`src/rtl/msg_stamp_pkg.sv`:
```
package msg_stamp_pkg;
  localparam int STAMP_W = 16;
  localparam int SEL_W   = 2;
  localparam int RST_W   = 2;

  // module reset control encodings
  localparam logic [RST_W-1:0] MODE_RUN  = '0;
  localparam logic [RST_W-1:0] MODE_HALT = '1;

  typedef enum logic [1:0] {
    CAP_NONE = 2'b00,
    CAP_TX   = 2'b01,
    CAP_RX   = 2'b10,
    CAP_BOTH = 2'b11
  } cap_src_e;
endpackage

```
`src/rtl/msg_stamp_presc.sv`:
```
module msg_stamp_presc #(
  parameter int SEL_W = 2
) (
  input  logic             clk,
  input  logic             rst_n,
  input  logic             run,
  input  logic             clr,
  input  logic             tick,
  input  logic [SEL_W-1:0] sel,
  output logic             evt
);
  logic [SEL_W-1:0] div_q, div_d;
  logic             div_en;

  // event on the tick that completes sel+1 ticks
  always_comb begin
    evt    = run & tick & (div_q >= sel);
    div_en = clr | (run & tick);
    if (clr || evt) div_d = '0;
    else            div_d = div_q + 1'b1;
  end

  always_ff @(posedge clk or negedge rst_n) begin
    if (!rst_n)      div_q <= '0;
    else if (div_en) div_q <= div_d;
  end
endmodule

```
`src/rtl/msg_stamp_cnt.sv`:
```
module msg_stamp_cnt #(
  parameter int STAMP_W = 16
) (
  input  logic               clk,
  input  logic               rst_n,
  input  logic               clr,
  input  logic               evt,
  output logic [STAMP_W-1:0] cnt
);
  logic [STAMP_W-1:0] cnt_q, cnt_d;
  logic               cnt_en;

  // clear has priority; increment wraps naturally
  always_comb begin
    cnt_en = clr | evt;
    if (clr) cnt_d = '0;
    else     cnt_d = cnt_q + 1'b1;
  end

  always_ff @(posedge clk or negedge rst_n) begin
    if (!rst_n)      cnt_q <= '0;
    else if (cnt_en) cnt_q <= cnt_d;
  end

  assign cnt = cnt_q;
endmodule

```
`src/rtl/msg_stamp_cap.sv`:
```
module msg_stamp_cap
  import msg_stamp_pkg::*;
#(
  parameter int STAMP_W = 16
) (
  input  logic               clk,
  input  logic               rst_n,
  input  logic               loopback,
  input  logic               tx_done,
  input  logic               rx_done,
  input  logic               slot_free,
  input  logic [STAMP_W-1:0] cnt,
  output logic               valid,
  output logic [STAMP_W-1:0] value
);
  cap_src_e           src;
  logic               take;
  logic               valid_q;
  logic [STAMP_W-1:0] value_q, value_d;

  always_comb begin
    src = cap_src_e'({rx_done, tx_done});
    if (loopback) take = (src == CAP_RX || src == CAP_BOTH) && slot_free;
    else          take = (src != CAP_NONE);
    value_d = cnt;
  end

  always_ff @(posedge clk or negedge rst_n) begin
    if (!rst_n) valid_q <= 1'b0;
    else        valid_q <= take;
  end

  always_ff @(posedge clk or negedge rst_n) begin
    if (!rst_n)    value_q <= '0;
    else if (take) value_q <= value_d;
  end

  assign valid = valid_q;
  assign value = value_q;
endmodule

```
`src/rtl/msg_stamp_timer.sv`:
```
module msg_stamp_timer
  import msg_stamp_pkg::*;
#(
  parameter int CNT_W = STAMP_W,
  parameter int PS_W  = SEL_W
) (
  input  logic             clk,
  input  logic             rst_n,
  input  logic             bit_tick,
  input  logic [PS_W-1:0]  pre_sel,
  input  logic [RST_W-1:0] mod_rst,
  input  logic             sw_clr,
  input  logic             loopback,
  input  logic             tx_done,
  input  logic             rx_done,
  input  logic             slot_free,
  output logic [CNT_W-1:0] stamp,
  output logic             cap_valid,
  output logic [CNT_W-1:0] cap_stamp
);
  logic run, clr, evt;

  assign run = (mod_rst == MODE_RUN);
  assign clr = sw_clr | (mod_rst == MODE_HALT);

  msg_stamp_presc #(.SEL_W(PS_W)) u_presc (
    .clk(clk), .rst_n(rst_n), .run(run), .clr(clr),
    .tick(bit_tick), .sel(pre_sel), .evt(evt)
  );

  msg_stamp_cnt #(.STAMP_W(CNT_W)) u_cnt (
    .clk(clk), .rst_n(rst_n), .clr(clr), .evt(evt), .cnt(stamp)
  );

  msg_stamp_cap #(.STAMP_W(CNT_W)) u_cap (
    .clk(clk), .rst_n(rst_n), .loopback(loopback),
    .tx_done(tx_done), .rx_done(rx_done), .slot_free(slot_free),
    .cnt(stamp), .valid(cap_valid), .value(cap_stamp)
  );
endmodule

```
`config.mk`:
```
export PLATFORM = sky130hd
export DESIGN_NAME = msg_stamp_timer
export DESIGN_NICKNAME = d
export VERILOG_FILES = /design/src/rtl/msg_stamp_pkg.sv /design/src/rtl/msg_stamp_presc.sv /design/src/rtl/msg_stamp_cnt.sv /design/src/rtl/msg_stamp_cap.sv /design/src/rtl/msg_stamp_timer.sv
export SDC_FILE = /design/constraint.sdc
export NUM_CORES = 1
export LEC_CHECK = 0
export BUFFER_PORTS_ARGS = -buffer_cell sky130_fd_sc_hd__clkbuf_2
export CAP_MARGIN = 20
export CORE_MARGIN = 2
export CORE_UTILIZATION = 55
export DETAILED_ROUTE_END_ITERATION = 7
export PLACE_DENSITY_LB_ADDON = 0.1
export SLEW_MARGIN = 20
export SYNTH_ARGS = -nofsm -noshare
export SYNTH_HDL_FRONTEND = slang
export SYNTH_SLANG_ARGS = --single-unit
```
`constraint.sdc`:
```
create_clock -name clk -period 5.7 [get_ports clk]
set_input_delay 0.285 -clock clk [delete_from_list [all_inputs] [get_ports clk]]
set_output_delay 0.285 -clock clk [all_outputs]
set_load 0.005 [all_outputs]
```
==> flow_summary.ini <==
[cts]
cts_buffers = 5
cts_tree = yes
clk_latency_ns = 0.34
clkTransAtPathRegs_ns = 0.10
cts_hold_buf = 0
cts_max_level = 2
cts_buffer_depth = 2
ctsResizeCount = 0
cts_setup_buffers = 0
cts_sinks = 35
root_buffer = clkbuf_4

[finish]
drive_gt1_share_pct = 35.5
final_util_pct = 66.9
syn_to_final_growth_pct = 18.3
num_antenna_cells = 0
layout.nets = 214
fin_area_um2 = 1990

[yosys]
syn-cell-area_um2 = 1690
synth_warnings = 0
synth.distinct_cells = 32
synth_cells = 152
synthTopCellsByArea = dfrtp_1, mux2_2, a21oi_1
synthesis.nets = 167
synth_area_per_cell_um2 = 11.1
yosysMostFrequentCell = dfrtp_1
synth_largest_area_cell = dfrtp_1
synth_edf_count = 0
synth.top_cell.area_share_pct = 52.0
synthFlopType = dfrtp_1
ys_seq_area_share_pct = 52.0
ys_top_cells_by_count = dfrtp_1, a21oi_1, mux2_2, nand2_1
synth_async_sr_flop_share_pct = 100
synth-seq-cells = 35

[sta]
rsz0062_at_grt = false
slew_headroom_pct = 37.0
min_period_over_period_pct = 33.8
worst_pin_slew_ns = 0.945
finalHoldViolations = 0
fin_skew_ns = 0.00595
setup-tns-final_ns = 0
min_period_ns = 1.93
setup_viol = 0
slew_viol_final = 0
worst_hold_slack_ns = 0.0394
fmax_mhz = 518

[power]
switching_share_pct = 23.3
seqPwrFrac_pct = 57.6
internal_power_w = 0.000333
p_leak_nw = 0.966
pwr-share-clk_pct = 34.8
power.density_nw_per_um2 = 218
p_comb_share_pct = 7.6
p_switching_w = 0.000101
vdd_drop_max_uv = 120

[drt]
first_pass_iters = 4
drtIter0Drc = 30
via_per_inst = 6.06
postRouteAntennaNets = 0
vias = 1413
wl_um = 3560
wl_per_cell_um = 15.3
drc = 0

[placed_design]
placed_area_um2 = 1920
gp_congestion = 0.794
place_hpwl_um = 2550
port_buffers = 44

[die]
die_area_um2 = 3520
die_h_um = 59.4
num_rows = 20
initial_core_util_pct = 56.6
die_x_um = 59.4
core_um2 = 2980
ioPinCount = 45

[worst_setup_path]
cp-end-kind = flop
path_class = reg2reg
worstPathRequired_ns = 5.95
crit_path_max_fanout = 27
crit_path_start_kind = flop
crit_arrival_ns = 2.18

[global_route]
grt_pass1_wl_um = 5760
grt-ovfl-total = 0
grt_antenna_before_repair = 0
grt_max_degree = 36
grt_pass1_vias = 1291
grt_util_all_layers_pct = 22.6

[job]
maxCapViolations = 0

[min_path]
hp-class = in2async

[outcome]
status = completed
-- metrics by stage --
stage | power, W | std cells | setup WS [ns]
CTS | 0.000439 | 233 | 3.78
global route | 0.000454 | 233 | 3.61
finish | 0.000434 | 233 | 3.77
floorplan | 0.000273 | 152 | 3.79
detailed placement | 0.000288 | 225 | 3.82
global placement | 0.000287 | 225 | 3.91
-- area by class of cell --
type                            instances  area, um2
Fill cell                             252        985
Sequential cell                        35        876
Multi-Input combinational cell        108        764
Timing Repair Buffer                   45        228
Clock buffer                            8       68.8
Tap cell                               33       41.3
Inverter                                4       15.0
-- registers in the layout (all words and copies together), names as in the netlist --
name and flops:
u_cap.valid 1, u_cap.value 16, u_cnt.cnt 16, u_presc.div_q 2
-- cells by family (layout without fill, tap and decap cells) --
kind of cell	after synthesis	in the layout	share of synthesized area, %
flops	35	35	52.0
fa+ha+maj	3	3	2.23
compound gates	37	37	13.7
mux	17	17	11.2
buf+inv	9	57	2.67
simple gates	51	51	18.3
-- per-layer routing --
layer	wire, um	vias to the layer above	GRT usage, %
met5	0	-	0
met4	52	0	8.77
met3	203	7	7.21
met2	1800	44	37.7
met1	1510	692	27.0
li1	-	670	-
-- cells in the final DEF (no fill, tap or decap), types with 3 or more instances in the layout --
cell type,instances
clkbuf_2,44
dfrtp_1,35
a21oi_1,15
mux2_2,15
nand2_1,14
o31ai_1,9
or4_1,9
nand2b_1,5
nand3_1,5
o21ai_0,5
clkbuf_4,5
inv_1,4
nand4_1,3
ha_1,3
-- final timing paths --
| check | cells past startpoint | startpoint | to | slack, ns |
|---|---|---|---|---|
| worst max-delay path | 7 | u_presc.div_q[0] | u_cnt.cnt[9] | 3.77 |
| worst min-delay path | 1 | rst_n | u_cnt.cnt[5] | 0.04 |
| worst max register to register | 7 | u_presc.div_q[0] | u_cnt.cnt[9] | 3.77 |
| worst min register to register | 1 | u_cap.value[11] | u_cap.value[11] | 0.51 |
| max in group asynchronous | 1 | rst_n | u_cap.value[2] | 5.13 |
| min in group clk | 3 | sw_clr | u_cnt.cnt[2] | 0.33 |
-- power by group through the flow --
stage | registers (W) | logic (W) | clock network [W]
5_1_grt | 0.000250 | 0.0000373 | 0.000167
4_1_cts | 0.000250 | 0.0000334 | 0.000155
3_3_place_gp | 0.000255 | 0.0000319 | 0
3_5_place_dp | 0.000255 | 0.0000333 | 0
6_report | 0.000250 | 0.0000329 | 0.000151
2_1_floorplan | 0.000255 | 0.0000185 | 0
-- worst max-delay path: stages (launching register included) --
cell      delay (ns)
dfrtp_1         0.38
inv_1           0.08
ha_1            0.26
nand2b_1        0.14
a21oi_1         0.08
buf_4           0.21
or4_1           0.51
a21oi_1         0.17
(Power assumes the default switching activity.)
